===== config.mk =====
export PLATFORM = sky130hd
export DESIGN_NAME = pin_irq_detect
export DESIGN_NICKNAME = d
export VERILOG_FILES = /design/src/rtl/pin_irq_pkg.sv /design/src/rtl/pin_irq_ctrl.sv /design/src/rtl/pin_irq_dp.sv /design/src/rtl/pin_irq_detect.sv
export SDC_FILE = /design/constraint.sdc
export NUM_CORES = 1
export LEC_CHECK = 0
export BUFFER_PORTS_ARGS = -buffer_cell sky130_fd_sc_hd__buf_2
export CAP_MARGIN = 30
export CORE_AREA = 5 5 68 52
export CTS_BUF_LIST = sky130_fd_sc_hd__clkbuf_4
export DETAILED_ROUTE_END_ITERATION = 8
export DIE_AREA = 0 0 73 57
export HOLD_SLACK_MARGIN = 0.05
export PLACE_DENSITY = 0.65
export SYNTH_ARGS = -nofsm -noshare
export SYNTH_HDL_FRONTEND = slang
export SYNTH_SLANG_ARGS = --single-unit

===== constraint.sdc =====
create_clock -name clk -period 1.6 [get_ports clk]
set_input_delay 0.24 -clock clk [delete_from_list [all_inputs] [get_ports clk]]
set_output_delay 0.24 -clock clk [all_outputs]
set_load 0.02 [all_outputs]

===== src/rtl/pin_irq_pkg.sv =====
package pin_irq_pkg;

  localparam int REG_W        = 32;
  localparam int NUM_WAKE     = 3;
  localparam int PS_W         = 2;
  localparam int PIN_STS_BIT  = 16;
  localparam int INT_STS_BIT  = 28;
  localparam int WAKE_STS_BIT = 29;
  localparam int OE_BIT       = 5;
  localparam int OV_BIT       = 6;

  typedef enum logic [1:0] {
    POL_LOW  = 2'b00,
    POL_HIGH = 2'b01,
    POL_BOTH = 2'b10,
    POL_RSVD = 2'b11
  } polSel_e;

  // packed from MSB: wake enables in 9:7, trigger mode in bit 0
  typedef struct packed {
    logic [NUM_WAKE-1:0] wakeEn;
    logic                outVal;
    logic                outEn;
    logic                unmask;
    logic                intEn;
    polSel_e             pol;
    logic                trigLevel;
  } pinCfg_t;

  localparam int CFG_W = $bits(pinCfg_t);

  typedef struct packed {
    logic loadCfg;
    logic setInt;
    logic setWake;
    logic clrInt;
    logic clrWake;
  } pinStrb_t;

endpackage


===== src/rtl/pin_irq_ctrl.sv =====
module pin_irq_ctrl
  import pin_irq_pkg::*;
#(
  parameter int NW  = NUM_WAKE,
  parameter int PSW = PS_W
) (
  input  logic           clk,
  input  logic           rstN,
  input  logic           pinLevel,
  input  logic           pinQ,
  input  logic           trigLevel,
  input  polSel_e        pol,
  input  logic           intEn,
  input  logic [NW-1:0]  wakeEn,
  input  logic [PSW-1:0] powerState,
  input  logic           regWrEn,
  input  logic           wrClrInt,
  input  logic           wrClrWake,
  output pinStrb_t       strb
);

  logic riseEv;
  logic fallEv;
  logic edgeHit;
  logic levelHit;
  logic hit;
  logic [NW-1:0] wakeMatch;
  logic wakeOn;

  assign riseEv = pinLevel & ~pinQ;
  assign fallEv = ~pinLevel & pinQ;

  always_comb begin
    case (pol)
      POL_LOW:  edgeHit = fallEv;
      POL_HIGH: edgeHit = riseEv;
      POL_BOTH: edgeHit = riseEv | fallEv;
      default:  edgeHit = 1'b0;
    endcase
  end

  always_comb begin
    case (pol)
      POL_LOW:  levelHit = ~pinLevel;
      POL_HIGH: levelHit = pinLevel;
      default:  levelHit = 1'b0;
    endcase
  end

  assign hit = intEn & (trigLevel ? levelHit : edgeHit);

  for (genvar gi = 0; gi < NW; gi++) begin : gWakeSel
    assign wakeMatch[gi] = (powerState == PSW'(gi)) & wakeEn[gi];
  end
  assign wakeOn = |wakeMatch;

  always_comb begin
    strb         = '0;
    strb.loadCfg = regWrEn;
    strb.setInt  = hit;
    strb.setWake = hit & wakeOn;
    strb.clrInt  = regWrEn & wrClrInt;
    strb.clrWake = regWrEn & wrClrWake;
  end

  // level sensing with code 10 or 11 never detects
  assert_level_no_detect_R3: assert property (@(posedge clk) disable iff (!rstN)
    (trigLevel && (pol == POL_BOTH || pol == POL_RSVD)) |-> !strb.setInt);

  // wake only rides on an interrupt detection
  assert_wake_needs_detect_R7: assert property (@(posedge clk) disable iff (!rstN)
    strb.setWake |-> strb.setInt);

  // disabled pin raises no set strobe
  assert_disabled_quiet_R4: assert property (@(posedge clk) disable iff (!rstN)
    !intEn |-> !(strb.setInt || strb.setWake));

endmodule


===== src/rtl/pin_irq_dp.sv =====
module pin_irq_dp
  import pin_irq_pkg::*;
(
  input  logic             clk,
  input  logic             rstN,
  input  logic             pinLevel,
  input  pinStrb_t         strb,
  input  logic [CFG_W-1:0] wrCfg,
  output pinCfg_t          cfg,
  output logic             pinQ,
  output logic [REG_W-1:0] regRdData,
  output logic             irqReq,
  output logic             wakeFlag,
  output logic             padOe,
  output logic             padOut
);

  pinCfg_t cfgQ;
  logic    stsInt;
  logic    stsWake;
  logic    irqQ;

  always_ff @(posedge clk or negedge rstN) begin
    if (!rstN) begin
      cfgQ    <= '0;
      pinQ    <= 1'b0;
      stsInt  <= 1'b0;
      stsWake <= 1'b0;
      irqQ    <= 1'b0;
    end else begin
      pinQ <= pinLevel;
      if (strb.loadCfg) cfgQ <= pinCfg_t'(wrCfg);
      if (strb.setInt)       stsInt <= 1'b1;
      else if (strb.clrInt)  stsInt <= 1'b0;
      if (strb.setWake)      stsWake <= 1'b1;
      else if (strb.clrWake) stsWake <= 1'b0;
      irqQ <= stsInt & cfgQ.unmask & cfgQ.intEn;
    end
  end

  always_comb begin
    regRdData               = '0;
    regRdData[CFG_W-1:0]    = cfgQ;
    regRdData[PIN_STS_BIT]  = pinQ;
    regRdData[INT_STS_BIT]  = stsInt;
    regRdData[WAKE_STS_BIT] = stsWake;
  end

  assign cfg      = cfgQ;
  assign irqReq   = irqQ;
  assign wakeFlag = stsWake;
  assign padOe    = cfgQ.outEn;
  assign padOut   = cfgQ.outVal;

  // a detection always leaves the status set
  assert_set_wins_R5: assert property (@(posedge clk) disable iff (!rstN)
    strb.setInt |=> stsInt);

  // an uncontested clear empties the status
  assert_clear_takes_R5: assert property (@(posedge clk) disable iff (!rstN)
    (strb.clrInt && !strb.setInt) |=> !stsInt);

  // request asserted one cycle after the qualified status
  assert_req_on_R6: assert property (@(posedge clk) disable iff (!rstN)
    (stsInt && cfgQ.unmask && cfgQ.intEn) |=> irqReq);

  // request dropped one cycle after qualification ends
  assert_req_off_R6: assert property (@(posedge clk) disable iff (!rstN)
    !(stsInt && cfgQ.unmask && cfgQ.intEn) |=> !irqReq);

  // wake status only rises after a wake strobe
  assert_wake_source_R7: assert property (@(posedge clk) disable iff (!rstN)
    $rose(stsWake) |-> $past(strb.setWake));

  // pad controls take the written bits
  assert_pad_load_R8: assert property (@(posedge clk) disable iff (!rstN)
    strb.loadCfg |=> (padOe == $past(wrCfg[OE_BIT]) && padOut == $past(wrCfg[OV_BIT])));

endmodule


===== src/rtl/pin_irq_detect.sv =====
module pin_irq_detect
  import pin_irq_pkg::*;
#(
  parameter int PSW = PS_W
) (
  input  logic             clk,
  input  logic             rstN,
  input  logic             pinLevel,
  input  logic [PSW-1:0]   powerState,
  input  logic             regWrEn,
  input  logic [REG_W-1:0] regWrData,
  output logic [REG_W-1:0] regRdData,
  output logic             irqReq,
  output logic             wakeFlag,
  output logic             padOe,
  output logic             padOut
);

  pinStrb_t strb;
  pinCfg_t  cfg;
  logic     pinQ;
  logic     unusedWrBits;

  // read-only and reserved write bits carry no meaning
  assign unusedWrBits = ^{regWrData[REG_W-1:WAKE_STS_BIT+1],
                          regWrData[INT_STS_BIT-1:CFG_W]};

  pin_irq_ctrl #(
    .NW  (NUM_WAKE),
    .PSW (PSW)
  ) u_ctrl (
    .clk        (clk),
    .rstN       (rstN),
    .pinLevel   (pinLevel),
    .pinQ       (pinQ),
    .trigLevel  (cfg.trigLevel),
    .pol        (cfg.pol),
    .intEn      (cfg.intEn),
    .wakeEn     (cfg.wakeEn),
    .powerState (powerState),
    .regWrEn    (regWrEn),
    .wrClrInt   (regWrData[INT_STS_BIT]),
    .wrClrWake  (regWrData[WAKE_STS_BIT]),
    .strb       (strb)
  );

  pin_irq_dp u_dp (
    .clk       (clk),
    .rstN      (rstN),
    .pinLevel  (pinLevel),
    .strb      (strb),
    .wrCfg     (regWrData[CFG_W-1:0]),
    .cfg       (cfg),
    .pinQ      (pinQ),
    .regRdData (regRdData),
    .irqReq    (irqReq),
    .wakeFlag  (wakeFlag),
    .padOe     (padOe),
    .padOut    (padOut)
  );

endmodule


Yosys cells after proc, flatten, opt, wreduce, memory -nomap -nowiden

Cells that the tools add are included.
W data, S select, Z words.

Bits in registers: 14
Input port bits: 38
Output and inout bits: 36

Mux-type cells: 7
Eq/ne operators: 4
Reduce and logical (&&, ||, !) cells: 5
Bitwise logic cells: 14

Operators by type and width:

| kind                 | number |
|---|---|
| $and A1 B1 Y1        | 11 |
| $mux W1              | 5 |
| $eq A2 B1 Y1 const B | 2 |
| $eq A2 B2 Y1 const B | 2 |
| $logic_not A2 Y1     | 2 |
| $reduce_bool A2 Y1   | 2 |
| $pmux W1 S3          | 1 |
| $reduce_or A3 Y1     | 1 |
| $not A1 Y1           | 2 |
| $pmux W1 S2          | 1 |
| $or A1 B1 Y1         | 1 |

Longest topological paths before layout

Depth in word-level cells: 8
Depth in mapped cells: 6
Mapped depth without buffers: 6

By module

From an unflattened synthesis, not the netlist that was laid out.

Cells, all modules: 85
Area total of the unflattened synthesis: 945.9 um2

Modules (own cells, without submodules):

| module       | area each (um2) | cells an instance | instances | sequential area each (um2) |
|---|---|---|---|---|
| pin_irq_dp   | 799.5           | 65                | 1         | 350.3 |
| pin_irq_ctrl | 146.4           | 20                | 1         | 0.0 |

Worst setup path before layout

Ideal clock, no wire load.

Kind: reg-to-reg
Start: register u_dp.cfgQ, in the netlist u_dp.cfg[1]
End: register u_dp.stsWake, in the netlist u_dp.wakeFlag
Slack: 0.245 ns
Cell stages (with the launch flop): 5
Data arrival time: 1.235 ns
Required time: 1.480 ns
Cells stage by stage: dfrtp_1 > mux2i_1 > nor3_1 > a311o_1 > a31o_1

Word-level cells in the longest chain between the ends: 6
Elaborated cells on any way between the ends: 10
Classes of those cells: eq/ne (2); mux (4); bitwise (2); reduce/logical (2)

Ends and longest elaborated chain:

| item                                                 | line                                   | RTL |
|---|---|---|
| from (decl)                                          | pin_irq_dp.sv:18                       | `pinCfg_t cfgQ;` |
| from (signal assigned)                               | pin_irq_dp.sv:32                       | `if (strb.loadCfg) cfgQ <= pinCfg_t'(wrCfg);` |
| $eq A2 B2 Y1, or another cell as far along           | pin_irq_ctrl.sv:34                     | `case (pol)` |
| $pmux W1 S3 / $pmux W1 S2 (equally long branches)    | pin_irq_ctrl.sv:34, pin_irq_ctrl.sv:43 |  |
| $mux W1 (*)                                          | pin_irq_ctrl.sv:50                     | `assign hit = intEn & (trigLevel ? levelHit : edgeHit);` |
| $and A1 B1 Y1 (*)                                    | pin_irq_ctrl.sv:50                     |  |
| $and A1 B1 Y1 (*)                                    | pin_irq_ctrl.sv:61                     | `strb.setWake = hit & wakeOn;` |
| $mux W1 / $reduce_bool A2 Y1 (equally long branches) | -                                      |  |
| to (signal assigned)                                 | pin_irq_dp.sv:28                       | `stsWake <= 1'b0;` |
| to (signal assigned)                                 | pin_irq_dp.sv:35                       | `if (strb.setWake) stsWake <= 1'b1;` |
| to (signal assigned)                                 | pin_irq_dp.sv:36                       | `else if (strb.clrWake) stsWake <= 1'b0;` |
| to (decl)                                            | pin_irq_dp.sv:20                       | `logic stsWake;` |

Mark *: on every way between the ends. The rest lies on a longest branch, timed or not.
A chain may end at the register's enable or synchronous reset.

Worst setup path after layout

Start: register u_dp.pinQ
End: register u_dp.stsWake, in the netlist u_dp.wakeFlag

Word-level cells in the longest chain between the ends: 8
Elaborated cells on any way between the ends: 10
Classes of those cells: mux (3); bitwise (6); reduce/logical (1)

Ends and longest elaborated chain:

| item                                                 | line               | RTL |
|---|---|---|
| from (decl)                                          | pin_irq_dp.sv:10   | `output logic pinQ,` |
| from (signal assigned)                               | pin_irq_dp.sv:31   | `pinQ <= pinLevel;` |
| $not A1 Y1                                           | pin_irq_ctrl.sv:30 | `assign riseEv = pinLevel & ~pinQ;` |
| $and A1 B1 Y1                                        | pin_irq_ctrl.sv:30 |  |
| $or A1 B1 Y1                                         | pin_irq_ctrl.sv:37 | `POL_BOTH: edgeHit = riseEv \| fallEv;` |
| $pmux W1 S3 (*)                                      | pin_irq_ctrl.sv:34 |  |
| $mux W1 (*)                                          | pin_irq_ctrl.sv:50 |  |
| $and A1 B1 Y1 (*)                                    | pin_irq_ctrl.sv:50 |  |
| $and A1 B1 Y1 (*)                                    | pin_irq_ctrl.sv:61 |  |
| $mux W1 / $reduce_bool A2 Y1 (equally long branches) | -                  |  |

Marked as above.

==> results.sh <==
export IMPL_ys_warn_count=0
export IMPL_wl_mm=1.549
export IMPL_clock_path_buffers=2
export IMPL_p_total_uw=881.3
export IMPL_outcome="completed"
export IMPL_drive_gt1_share_pct=36.63
export IMPL_cpMaxStageDelayCell="dfrtp_1"
export IMPL_drt_initial_drc_count=12
export IMPL_diodes=0
export IMPL_synthToLayoutAreaGrowth_pct=15.20
export IMPL_syn_inst=71
export IMPL_grt_pass1_vias=540
export IMPL_max_stage_delay_ps=370
export IMPL_use_met2_pct=12.74
export IMPL_finalSetupViolCount=0
export IMPL_start_kind="flip-flop"
export IMPL_clk_pin_slew_ps=90
export IMPL_gr_total_overflow=0
export IMPL_firstDrtPassIters=2
export IMPL_grt_pass1_wl_mm=2.415
export IMPL_cts_root_buffer="clkbuf_4"
export IMPL_initial_core_util_pct=27.60
export IMPL_ant_nets=0
export IMPL_busiest_layer="met2"
export IMPL_antenna_found_initial=0
export IMPL_p_per_area_nw_per_um2=958.3
export IMPL_grt_start_max_net_pins=15
export IMPL_chipWidth_um=73
export IMPL_drv_cap=0
export IMPL_fmax_mhz=729.0
export IMPL_drc_errors=0
export IMPL_rows=17
export IMPL_avgSynthCellArea_um2=11.24
export IMPL_vias=531
export IMPL_cp_max_fo=3
export IMPL_cts_sinks=14
export IMPL_synthesis_area_um2=798.3
export IMPL_slew_violations=0
export IMPL_required_ps=1780
export IMPL_cp_arrival_ps=1550
export IMPL_grtUsageMet1_pct=8.728
export IMPL_ir_drop_mv=0.3837
export IMPL_fill_cells=308
export IMPL_core_area_um2=2893
export IMPL_cts_tree="built"
export IMPL_timing_final_crit_share_pct=85.73
export IMPL_mostFrequentLayoutCell="buf_2"
export IMPL_whs_ps=132.0
export IMPL_fin_util_pct=31.79
export IMPL_io_pins=74
export IMPL_gp_congestion=0.6355
export IMPL_fin_setup_tns_ps=0
export IMPL_fin_skew_ps=11.57
export IMPL_place_inst=134
export IMPL_critical_path_class="flip-flop to flip-flop"
export IMPL_critPathBufInv=1
export IMPL_layout_common_cells="buf_2 (34), conb_1 (19), dfrtp_1 (14)"
export IMPL_fin_crit_ps=1372
export IMPL_viasPerCell=3.820
export IMPL_worstPathCellList="inv_1 -> ha_1 -> mux2i_1 -> nor3_1 -> a311o_1 -> a31o_1"
export IMPL_wl_per_cell_um=11.14
export IMPL_leakage_nw=0.4953
export IMPL_die_area_um2=4161
export IMPL_hold_viol_final=0
export IMPL_cts_max_level=1
export IMPL_place_hpwl_mm=1.277
export IMPL_finalNonFillerCells=139
export IMPL_grt_usage_pct=7.513
export IMPL_grtUsageMet3_pct=2.289
export IMPL_hold_class="input port to flip-flop"
export IMPL_ys_types=19
export IMPL_synth_seq_area_share_pct=43.89
export IMPL_insertion_delay_ps=280
export IMPL_crit_family="compound AO/OA/AOI/OAI gates"
export IMPL_nets=142
export IMPL_endpoint_kind="flip-flop"
export IMPL_cts_buffers=3
export IMPL_rsz0062_at_grt="no"
export IMPL_ys_ff_latch=14
export IMPL_port_buffers=34
export IMPL_die_h_um=57
## synth_stat cells
| cell type | number | area share [%] |
|---|---|---|
| ha_1 | 2 | 3.1 |
| nand2_1 | 2 | 0.94 |
| a31o_1 | 1 | 1.1 |
| dfrtp_1 | 14 | 44 |
| o21ai_0 | 2 | 1.3 |
| buf_2 | 1 | 0.63 |
| buf_4 | 26 | 24 |
| xnor2_1 | 1 | 1.1 |
| nand3b_1 | 1 | 0.94 |
| and3_1 | 1 | 0.78 |
| inv_1 | 3 | 1.4 |
| nor4_1 | 1 | 0.78 |
| mux2_1 | 9 | 13 |
| a22o_1 | 1 | 1.1 |
| a311o_1 | 1 | 1.3 |
| mux2i_1 | 2 | 2.5 |
| conb_1 | 1 | 0.47 |
| nor3_1 | 1 | 0.63 |
| a21boi_0 | 1 | 0.94 |
## metal layers
metal  up-vias  wire length, um  share of wire [%]
met2        32              774                 50
li1        251                -                  -
met5         -                0                  0
met3         0              173                 11
met1       248              601                 39
met4         0                0                  0
## state kept, by name, summed over array words and instances (netlist names)
name,flops
u_dp.cfg,8
u_dp.irqReq,1
u_dp.padOe,1
u_dp.padOut,1
u_dp.pinQ,1
u_dp.stsInt,1
u_dp.wakeFlag,1
## where the power goes
part | leakage, nW | switching [mW] | internal [mW]
combinational | 0.312 | 0.164 | 0.0882
sequential | 0.168 | 0.0306 | 0.394
clock | 0.0154 | 0.115 | 0.0903
## worst paths after layout
check / cells after the start / slack, ps / endpoint / startpoint
setup reg to reg: 6 / 230 / u_dp.wakeFlag / u_dp.pinQ
max in group asynchronous: 2 / 940 / u_dp.cfg[0] / rstN
hold / removal: 1 / 130 / u_dp.pinQ / pinLevel
min in group asynchronous: 2 / 390 / u_dp.cfg[9] / rstN
setup / recovery: 6 / 230 / u_dp.wakeFlag / u_dp.pinQ
hold reg to reg: 1 / 520 / u_dp.cfg[4] / u_dp.cfg[4]
## metrics by stage
stage | setup slack (ps) | area [um2]
finish | 228.3 | 919.6
global route | 129.7 | 919.6
CTS | 202.6 | 919.6
detailed placement | 173.5 | 883.3
global placement | 187.8 | 883.3
floorplan | 245.4 | 865.8
## area by class of cell
class / count / area (um2) / share of cell area, %
clock buffers: 3 / 22.52 / 2.449
clock inverters: 1 / 3.754 / 0.4082
inverters: 3 / 11.26 / 1.224
multi-input cells: 45 / 304.0 / 33.06
flip-flops and latches: 14 / 350.3 / 38.10
well taps: 38 / 47.55 / 5.170
repair buffers: 35 / 180.2 / 19.59
## what timing repair did
item,4_1_cts,5_1_grt
resized for setup,0,0
setup buffers,0,0
hold buffers,1,0
hold endpoints to repair,14,0
## worst register-to-register path: stages (launching register included)
cell	delay (ps)
dfrtp_1	370
inv_1	50
ha_1	170
mux2i_1	120
nor3_1	60
a311o_1	310
a31o_1	210
## logic make-up (layout without fill, tap and decap cells)
| kind of cell | count (synthesis) | in the layout | synth area share (%) |
|---|---|---|---|
| buf+inv | 30 | 42 | 26.49 |
| flops | 14 | 14 | 43.89 |
| mux | 11 | 11 | 15.20 |
| compound gates | 6 | 6 | 5.643 |
| simple gates | 6 | 6 | 4.076 |
| fa+ha+maj | 2 | 2 | 3.134 |
| other cells | 1 | 19 | 0.4698 |
| xor+xnor | 1 | 1 | 1.097 |
Note: power is estimated with default switching activity, not from simulation.
